==> src/rtl/tmb_pkg.sv <==
package tmb_pkg;

   typedef enum logic [1:0] {
      SEL_CTRL   = 2'd0,
      SEL_RELOAD = 2'd1,
      SEL_COUNT  = 2'd2,
      SEL_NONE   = 2'd3
   } reg_sel_e;

   localparam int CTRL_EN_BIT = 3;
   localparam int PRE_W       = 3;
   localparam logic [PRE_W-1:0] PRE_LINKED = 3'd7;

   // membership of the short link group
   function automatic bit in_short_group(int k);
      return (k == 0) || (k == 2) || (k == 4);
   endfunction

   // index of the timer feeding k when linked, -1 for a group head
   function automatic int link_prev(int k);
      if (in_short_group(k)) begin
         return (k == 0) ? -1 : k - 2;
      end
      for (int j = k - 1; j >= 0; j--) begin
         if (!in_short_group(j)) return j;
      end
      return -1;
   endfunction

endpackage

==> src/rtl/tmb_slot_seq.sv <==
module tmb_slot_seq #(
   parameter int N_SLOTS = 16,
   localparam int SW = $clog2(N_SLOTS)
) (
   input  logic          clk,
   input  logic          rst_n,
   output logic [SW-1:0] slot
);

   localparam logic [SW-1:0] LAST = SW'(N_SLOTS - 1);

   generate
      if ((1 << SW) == N_SLOTS) begin : g_pow2
         always_ff @(posedge clk) begin
            if (!rst_n) slot <= '0;
            else        slot <= slot + 1'b1;
         end
      end else begin : g_mod
         always_ff @(posedge clk) begin
            if (!rst_n)            slot <= '0;
            else if (slot == LAST) slot <= '0;
            else                   slot <= slot + 1'b1;
         end
      end
   endgenerate

endmodule

==> src/rtl/tmb_prescaler.sv <==
module tmb_prescaler #(
   parameter int CLK_PER_US = 16,
   parameter int N_TAPS     = 7,
   localparam int UW = (CLK_PER_US > 1) ? $clog2(CLK_PER_US) : 1,
   localparam int DW = (N_TAPS > 1) ? N_TAPS - 1 : 1
) (
   input  logic              clk,
   input  logic              rst_n,
   output logic [N_TAPS-1:0] strobe
);

   logic [UW-1:0] us_cnt;
   logic          us_tick;

   assign us_tick = (us_cnt == UW'(CLK_PER_US - 1));

   always_ff @(posedge clk) begin
      if (!rst_n)       us_cnt <= '0;
      else if (us_tick) us_cnt <= '0;
      else              us_cnt <= us_cnt + 1'b1;
   end

   assign strobe[0] = us_tick;

   generate
      if (N_TAPS > 1) begin : g_div
         logic [DW-1:0] div_q;
         always_ff @(posedge clk) begin
            if (!rst_n)       div_q <= '0;
            else if (us_tick) div_q <= div_q + 1'b1;
         end
         for (genvar n = 1; n < N_TAPS; n++) begin : g_tap
            assign strobe[n] = us_tick & (&div_q[n-1:0]);
         end
      end
   endgenerate

endmodule

==> src/rtl/tmb_datapath.sv <==
module tmb_datapath #(
   parameter int CNT_W = 8
) (
   input  logic             en,
   input  logic             pend,
   input  logic [CNT_W-1:0] cnt,
   input  logic [CNT_W-1:0] reload,
   output logic [CNT_W-1:0] cnt_nxt,
   output logic             uflow
);

   logic take;
   logic is_zero;

   assign take    = en & pend;
   assign is_zero = (cnt == '0);

   always_comb begin
      cnt_nxt = cnt;
      uflow   = 1'b0;
      if (take) begin
         if (is_zero) begin
            cnt_nxt = reload;
            uflow   = 1'b1;
         end else begin
            cnt_nxt = cnt - 1'b1;
         end
      end
   end

endmodule

==> src/rtl/timer_bank.sv <==
module timer_bank #(
   parameter int N_GEN      = 8,
   parameter int N_AUD      = 4,
   parameter int N_SLOTS    = 16,
   parameter int CNT_W      = 8,
   parameter int CLK_PER_US = 16
) (
   input  logic                         clk,
   input  logic                         rst_n,
   input  logic                         wr_en,
   input  logic [$clog2(N_SLOTS)-1:0]   wr_idx,
   input  logic [1:0]                   wr_sel,
   input  logic [CNT_W-1:0]             wr_data,
   output logic [$clog2(N_SLOTS)-1:0]   slot_o,
   output logic [N_GEN+N_AUD-1:0]       done_o,
   output logic [N_GEN+N_AUD-1:0]       tout_o
);
   import tmb_pkg::*;

   localparam int NT     = N_GEN + N_AUD;
   localparam int SW     = $clog2(N_SLOTS);
   localparam int N_TAPS = (1 << PRE_W) - 1;

   generate
      if (NT > N_SLOTS) begin : g_err_slots
         $error("timer_bank: more timers than slots");
      end
      if (NT < 5) begin : g_err_groups
         $error("timer_bank: link groups need at least five timers");
      end
      if (CNT_W < 4) begin : g_err_width
         $error("timer_bank: control word needs four data bits");
      end
   endgenerate

   logic [SW-1:0]             slot;
   logic                      active;
   logic [N_TAPS-1:0]         strobe;
   logic [N_TAPS:0]           strobe_x;
   logic [NT*CNT_W-1:0]       cnt_flat;
   logic [NT*CNT_W-1:0]       rel_flat;
   logic [NT-1:0]             en_v;
   logic [NT-1:0]             pend_v;
   logic [NT-1:0]             uf_vec;
   logic [CNT_W-1:0]          cur_cnt;
   logic [CNT_W-1:0]          cur_rel;
   logic                      cur_en;
   logic                      cur_pend;
   logic [CNT_W-1:0]          nxt_cnt;
   logic                      uflow;
   logic [NT-1:0]             done_q;
   logic [NT-1:0]             tout_q;

   tmb_slot_seq #(.N_SLOTS(N_SLOTS)) i_seq (
      .clk  (clk),
      .rst_n(rst_n),
      .slot (slot)
   );

   tmb_prescaler #(.CLK_PER_US(CLK_PER_US), .N_TAPS(N_TAPS)) i_pre (
      .clk   (clk),
      .rst_n (rst_n),
      .strobe(strobe)
   );

   assign strobe_x = {1'b0, strobe};
   assign active   = (slot < SW'(NT));

   // read side of the shared datapath
   always_comb begin
      cur_cnt  = '0;
      cur_rel  = '0;
      cur_en   = 1'b0;
      cur_pend = 1'b0;
      for (int k = 0; k < NT; k++) begin
         if (active && slot == SW'(k)) begin
            cur_cnt  = cnt_flat[k*CNT_W +: CNT_W];
            cur_rel  = rel_flat[k*CNT_W +: CNT_W];
            cur_en   = en_v[k];
            cur_pend = pend_v[k];
         end
      end
   end

   tmb_datapath #(.CNT_W(CNT_W)) i_dp (
      .en     (cur_en),
      .pend   (cur_pend),
      .cnt    (cur_cnt),
      .reload (cur_rel),
      .cnt_nxt(nxt_cnt),
      .uflow  (uflow)
   );

   always_comb begin
      uf_vec = '0;
      for (int k = 0; k < NT; k++) begin
         if (active && slot == SW'(k)) uf_vec[k] = uflow;
      end
   end

   // per-timer state
   generate
      for (genvar k = 0; k < NT; k++) begin : g_tmr
         localparam int              SRC = link_prev(k);
         localparam logic [SW-1:0]   KS  = SW'(k);
         logic [CNT_W-1:0] cnt_q;
         logic [CNT_W-1:0] rel_q;
         logic             en_q;
         logic [PRE_W-1:0] pre_q;
         logic             pend_q;
         logic             lnk_tick;
         logic             tick;
         logic             in_slot;
         logic             hit;

         if (SRC >= 0) begin : g_link
            assign lnk_tick = uf_vec[SRC];
         end else begin : g_head
            assign lnk_tick = 1'b0;
         end

         assign in_slot = active && (slot == KS);
         assign hit     = wr_en && (wr_idx == KS);
         assign tick    = en_q & ((pre_q == PRE_LINKED) ? lnk_tick : strobe_x[pre_q]);

         always_ff @(posedge clk) begin
            if (!rst_n) begin
               en_q  <= 1'b0;
               pre_q <= '0;
            end else if (hit && wr_sel == SEL_CTRL) begin
               en_q  <= wr_data[CTRL_EN_BIT];
               pre_q <= wr_data[PRE_W-1:0];
            end
         end

         always_ff @(posedge clk) begin
            if (!rst_n)                          rel_q <= '0;
            else if (hit && wr_sel == SEL_RELOAD) rel_q <= wr_data;
         end

         always_ff @(posedge clk) begin
            if (!rst_n)                         cnt_q <= '0;
            else if (hit && wr_sel == SEL_COUNT) cnt_q <= wr_data;
            else if (in_slot)                    cnt_q <= nxt_cnt;
         end

         always_ff @(posedge clk) begin
            if (!rst_n) pend_q <= 1'b0;
            else        pend_q <= (pend_q & ~in_slot) | tick;
         end

         assign cnt_flat[k*CNT_W +: CNT_W] = cnt_q;
         assign rel_flat[k*CNT_W +: CNT_W] = rel_q;
         assign en_v[k]   = en_q;
         assign pend_v[k] = pend_q;
      end
   endgenerate

   always_ff @(posedge clk) begin
      if (!rst_n) begin
         done_q <= '0;
         tout_q <= '0;
      end else begin
         done_q <= uf_vec;
         tout_q <= tout_q ^ uf_vec;
      end
   end

   assign slot_o = slot;
   assign done_o = done_q;
   assign tout_o = tout_q;

endmodule

==> config.mk <==
export PLATFORM = sky130hd
export DESIGN_NAME = timer_bank
export DESIGN_NICKNAME = d
export VERILOG_FILES = /design/src/rtl/tmb_pkg.sv /design/src/rtl/tmb_slot_seq.sv /design/src/rtl/tmb_prescaler.sv /design/src/rtl/tmb_datapath.sv /design/src/rtl/timer_bank.sv
export SDC_FILE = /design/constraint.sdc
export NUM_CORES = 1
export LEC_CHECK = 0
export BUFFER_PORTS_ARGS = -buffer_cell sky130_fd_sc_hd__buf_2
export CAP_MARGIN = 20
export CORE_UTILIZATION = 45
export CTS_CLUSTER_SIZE = 8
export DETAILED_ROUTE_END_ITERATION = 10
export PLACE_DENSITY = 0.66
export SLEW_MARGIN = 10
export SYNTH_ARGS = -nofsm -noshare
export SYNTH_HDL_FRONTEND = slang
export SYNTH_HIERARCHICAL = 1
export SYNTH_SLANG_ARGS = --single-unit
==> constraint.sdc <==
create_clock -name clk -period 7.3 [get_ports clk]
set_input_delay 0 -clock clk [delete_from_list [all_inputs] [get_ports clk]]
set_output_delay 0 -clock clk [all_outputs]
set_load 0.005 [all_outputs]
### After elaboration in Yosys (flattened, before gate mapping)

Index checks and enable logic that the tools add are counted.
Widths: inputs -> output; s select.

* add/sub/neg operators: 4
* magnitude comparators: 13
* eq/ne operators: 37
* muxes and demuxes: 123
* bitwise logic cells: 57
* reductions and logical operators: 82

Operators by type and width (count)
* $mux 8: 49
* $mux 1: 62
* $logic_and 1x1->1: 60
* $lt 3x4->1 const B: 12
* $bmux 1 s3: 12
* $eq 3x3->1 const B: 12
* $eq 4x4->1 const B: 9
* $eq 4x3->1 const B: 8
* $and 1x1->1: 31
* $reduce_bool 2->1: 12
* $eq 4x2->1 const B: 4
* $not 1->1: 13
* $or 1x1->1: 12
* $xor 12x12->12: 1
* $add 4x1->4 const B: 2
* $eq 4x1->1 const B: 2
* $logic_not 4->1: 2
* $logic_not 8->1: 1
* $sub 8x1->8 const B: 1
* $add 6x1->6 const B: 1
* $reduce_and 6->1: 1
* $reduce_and 5->1: 1
* $lt 4x4->1 const B: 1
* $reduce_and 4->1: 1
* 6 further kinds: 6

* bits in registers: 290
* bits of input ports: 17

### Longest topological paths before layout

* depth in word-level cells: 21
* gate-level depth with buffers: 20
* mapped depth without buffers: 14

### Hierarchy

Netlist, hierarchy kept.

By module, submodules not included
* timer_bank: instances 1, cells each 1669, area an instance 13914.6 um^2
* tmb_prescaler: instances 1, cells each 55, area an instance 520.5 um^2
* tmb_datapath: instances 1, cells each 52, area an instance 316.6 um^2
* tmb_slot_seq: instances 1, cells each 13, area an instance 145.1 um^2

### Worst setup path after synthesis

No wires, ideal clock.

* path type: reg2reg
* from: register i_seq.slot[0]
* to: register done_q[4], in the netlist done_o[4]
* arrival: 3.996 ns
* required time: 7.208 ns
* slack: 3.212 ns
* cell stages (with the launch flop): 17
* period minus slack after synthesis: 4.088 ns
* cells stage by stage: dfxtp_1 -> buf_6 -> buf_4 -> buf_2 -> clkbuf_1 -> clkbuf_1 -> nand2_1 -> o21ai_0 -> a22oi_1 -> or4_4 -> or3_1 -> buf_6 -> nor2_1 -> clkbuf_1 -> clkbuf_1 -> nand2_1 -> nor4_1

* word-level cells in the longest chain between the ends: 18
* elaborated cells on any way between the ends: 66
* those cells by class: order compare: 1; eq/ne: 11; mux: 39; bitwise: 1; reduce/logical: 14

Ends and longest elaborated chain
* start, declared: RTL line tmb_slot_seq.sv:7 `output logic [SW-1:0] slot`
* start signal, assigned: RTL line tmb_slot_seq.sv:16 `else slot <= slot + 1'b1;`
* $lt 4x4->1 / $logic_not 4->1 (equally long branches): RTL line timer_bank.sv:67, timer_bank.sv:76
* $logic_and 1x1->1: RTL line timer_bank.sv:76 `if (active && slot == SW'(k)) begin`
* $mux 8 (11 in series): RTL line timer_bank.sv:76
* $mux 8 (*): RTL line timer_bank.sv:76
* named net cur_cnt[2]: RTL line timer_bank.sv:45 `logic [CNT_W-1:0] cur_cnt;`
* $logic_not 8->1 (*): RTL line tmb_datapath.sv:16 `assign is_zero = (cnt == '0);`
* $mux 1 (*): RTL line tmb_datapath.sv:22 `if (is_zero) begin`
* $mux 1 (*): RTL line tmb_datapath.sv:21 `if (take) begin`
* named net uflow: RTL line timer_bank.sv:50 `logic uflow;`
* $mux 1 (*): RTL line timer_bank.sv:97 `if (active && slot == SW'(k)) uf_vec[k] = uflow;`
* end signal, assigned: RTL line timer_bank.sv:164 `done_q <= uf_vec;`
* end, declared: RTL line timer_bank.sv:51 `logic [NT-1:0] done_q;`

Mark *: on every way through the listed nets, which the timed path passes. The rest lies on a longest branch.
A chain may end at the register's enable or synchronous reset.

### Worst setup path in the final report

* from: register i_seq.slot[3]
* to: register g_tmr[0].cnt_q[7]

* word-level cells in the longest chain between the ends: 19
* elaborated cells on any way between the ends: 80
* those cells by class: add/sub: 1; order compare: 1; eq/ne: 11; mux: 51; bitwise: 1; reduce/logical: 15

Ends and longest elaborated chain
* $lt 4x4->1 / $logic_not 4->1 (equally long branches): RTL line timer_bank.sv:67, timer_bank.sv:76
* $logic_and 1x1->1: RTL line timer_bank.sv:76
* $mux 8 (11 in series): RTL line timer_bank.sv:76
* $mux 8 (*): RTL line timer_bank.sv:76
* named net cur_cnt[5]: RTL line timer_bank.sv:45
* $sub 8x1->8 / $logic_not 8->1 (equally long branches): RTL line tmb_datapath.sv:26, tmb_datapath.sv:16
* $mux 8 (*): RTL line tmb_datapath.sv:22
* $mux 8 (*): RTL line tmb_datapath.sv:21
* named net nxt_cnt[7]: RTL line timer_bank.sv:49 `logic [CNT_W-1:0] nxt_cnt;`
* $mux 8 (*): RTL line timer_bank.sv:144 `else if (in_slot) cnt_q <= nxt_cnt;`
* $mux 8 (*): RTL line timer_bank.sv:143 `else if (hit && wr_sel == SEL_COUNT) cnt_q <= wr_data;`
* end signal, assigned: RTL line timer_bank.sv:143
* end signal, assigned: RTL line timer_bank.sv:144
* end, declared: RTL line timer_bank.sv:106 `logic [CNT_W-1:0] cnt_q;`

Mark *: on every way through the listed nets, which the timed path passes. The rest lies on a longest branch. The select of a mux whose other input is x is not followed.

==> run metrics <==
status=finished clean; Hold Crit Class=input pin to flop; Yosys cell types=82; Vias/cell=6.25; Synth Cell Area=14,900 um2; Syn Inst Count=1,789; vias=13,700; crit-path max cell delay=0.97 ns; Total Power=3.72 mW; final WL=50,100 um; GRT met1 Usage=0.392; Max Cap Viol=0; Internal=2.75 mW; fraction of layout cells with a size suffix above 1=0.123; GPL Wtd Cong=0.975; wire per inst=22.9 um; CTS tree=done; largest family of logic cells by synthesized area=simple AND/OR/NAND/NOR gates; f_max=180 MHz; post-route cell area=16,500 um2; sequential share of the synthesized area=0.390; Area Overhead vs Synth=10.5%; Static Leakage=5.56 nW; kind of cell adding the most delay to the critical path=simple AND/OR/NAND/NOR gates; CP cell instances=nor2b_2, nand2_1, o21ai_0, o221ai_1, or4_4, or3_1, a21oi_1, a2bb2oi_1, mux2i_1, a211oi_1; PostCTS Resize Cnt=0; Starting Density=0.458; CP arrival=6.00 ns; DRC Markers=0; Final Cycle Share=0.762; Clock Path Buffers=3; CP max-delay cell=dfxtp_2; relative slew slack=0.254; Synth area leaders=dfxtp_1 39%, mux2i_1 10%, nand2_1 7.0%; syn nets=1,813; flops & latches, synth=290; Worst-Skew Late Latency=0.54 ns; Primary FF master, synth=dfxtp_1; largest net degree at the start of global routing=112; Synth Area per Inst=8.33 um2; sw frac=0.260; clk_skew=0.0185 ns; Detail Placement HPWL=31,700 um; CTS sink cnt=290; first-pass GRT wire length=76,600 um; post-route ant nets=0; vias in the first global route=12,700; Post-Synth XOR/XNOR Area=0.00882; RSZ-0062 raised after global routing=false; Vert. Die Dim=184 um; Setup Viol. Count Final=0; IO Pins=45; GRT Overall Usage=0.296; Worst Path Required=7.73 ns; grt peak-use layer=met2; initial antenna violation count=1; max-slew violations=0; Layout fillers=3,157; First-pass DRT Iterations=8; Die Span X=184 um; mux contribution to synthesized area=0.147; Synth Area in Adders=0.00588; CP max FO=45; Rows=66; cell area power density=226 nW/um2; Post-CTS Hold Fix Bufs=0; compound-cell area share of the yosys netlist=0.179; Clk network pwr share=0.471; top cells by count, synth=290 x dfxtp_1, 277 x nand2_1, 228 x nor2_1, 153 x mux2i_1, 124 x clkbuf_1; met3 Resource Use GR=0.0594; Psw=0.970 mW; Worst-Margin Slew=1.11 ns; area share of and/or/nand/nor cells after synthesis=0.218; Period minus WS final=5.57 ns; Die ar.=33,800 um2; Yosys top cell area share=0.390; part of the power in registers=0.437; iteration-0 DRC count of the detailed router=1,637; Gate power share=0.092; Final Hold Vio Count=0; count of flip-flops with a built-in enable after synthesis=0; Buffers on Ports=44; Post-Route Setup TNS=0 ns; GRT met2 Usage=0.460; CP Capture Type=flop; Layout Nets=1,767; worst path bufs/invs=0; GRT overflow=0; core area=32,500 um2; VDD IR-drop max=0.159 mV; CTS Buf Count=42; async set-or-reset flop fraction in the synthesized netlist=0; Worst setup SP type=flop; dpl cell area=15,300 um2; Syn. warnings=6; clock-pin slew on the worst setup and hold paths=0.05 ns; H-tree Lvls=2; Yosys top cell by area=dfxtp_1; Crit Path Class=flop to flop; postcts setup bufs=0; count leader, synth=dfxtp_1; Clk Tree Root Cell=clkbuf_16
[routing by layer]
metal,vias to the layer above,part of all wire
li1,6246,-
met1,6548,0.41
met2,738,0.44
met3,168,0.10
met4,0,0.048
met5,-,0
[final timing paths]
kind | slack, ns | from | depth (start not counted) | endpoint
max | 1.73 | i_seq/slot[3]$_SDFF_PN0_ | 10 | g_tmr[0].cnt_q[7]$_SDFFE_PN0P_
max reg2reg | 1.73 | i_seq/slot[3]$_SDFF_PN0_ | 10 | g_tmr[0].cnt_q[7]$_SDFFE_PN0P_
min reg2reg | 0.45 | g_tmr[11].pend_q$_SDFF_PN0_ | 2 | g_tmr[11].pend_q$_SDFF_PN0_
min | 0.04 | wr_data[7] | 3 | g_tmr[8].rel_q[7]$_SDFFE_PN0P_
[metrics by stage]
step	setup slack, ns	cells	util	hold slack, ns
after CTS	1.91	2188	0.505	0.0119
final	1.73	2192	0.506	0.0392
after global placement	2.03	2136	0.470	0.376
after global routing	1.38	2192	0.506	0.0390
after detailed placement	1.91	2138	0.471	0.375
after floorplan	3.21	1789	-	0.122
[power by group through the flow]
stage / Clock [mW] / Combinational [mW] / Sequential (mW)
after CTS: 1.77 / 0.329 / 1.63
after detailed placement: 0 / 0.328 / 1.66
after global routing: 1.84 / 0.357 / 1.63
final: 1.75 / 0.341 / 1.63
after global placement: 0 / 0.326 / 1.66
after floorplan: 0 / 0.234 / 1.64
[registers in the layout, indices dropped and copies added, names as in the netlist]
register	flops
tout_o	12
g_tmr.en_q	12
i_seq/slot	4
i_pre/us_cnt	4
g_tmr.cnt_q	96
g_tmr.pre_q	36
done_o	12
i_pre/g_div.div_q	6
g_tmr.rel_q	96
g_tmr.pend_q	12
[tightest hold or removal path, cell delays in order]
cell	delay (ns)
buf_2	0.30
nand3_1	0.15
a21oi_1	0.06
[cells by family (layout without fill, tap and decap cells)]
kind of cell / after synthesis / in the layout
adder cells (fa/ha/maj): 7 / 7
other: 0 / 1
multiplexers: 192 / 192
XOR/XNOR: 15 / 15
flip-flops: 290 / 290
AO/OA/AOI/OAI: 386 / 386
AND/OR/NAND/NOR: 719 / 719
buffers and inverters: 180 / 140
[cell usage in the layout (no fill, tap or decap), types with 35 or more instances in the layout]
cell and n:
dfxtp_1 286, nand2_1 277, nor2_1 227, mux2i_1 153, a21oi_1 90, nand3_1 82
o21ai_0 69, a311oi_1 67, buf_2 45, clkbuf_16 42, buf_4 35
[final cells by class]
cell class,instances,area (um2),share of cell area
antenna,1,2.50,0.000152
clock buffer,46,1070,0.0647
clock inverter,4,63.8,0.00388
inverter,9,38.8,0.00236
multi-input combinational,1319,8430,0.512
sequential,290,5820,0.353
tap,442,553,0.0336
timing repair buffer,81,495,0.0301
(Power assumes the default switching activity.)
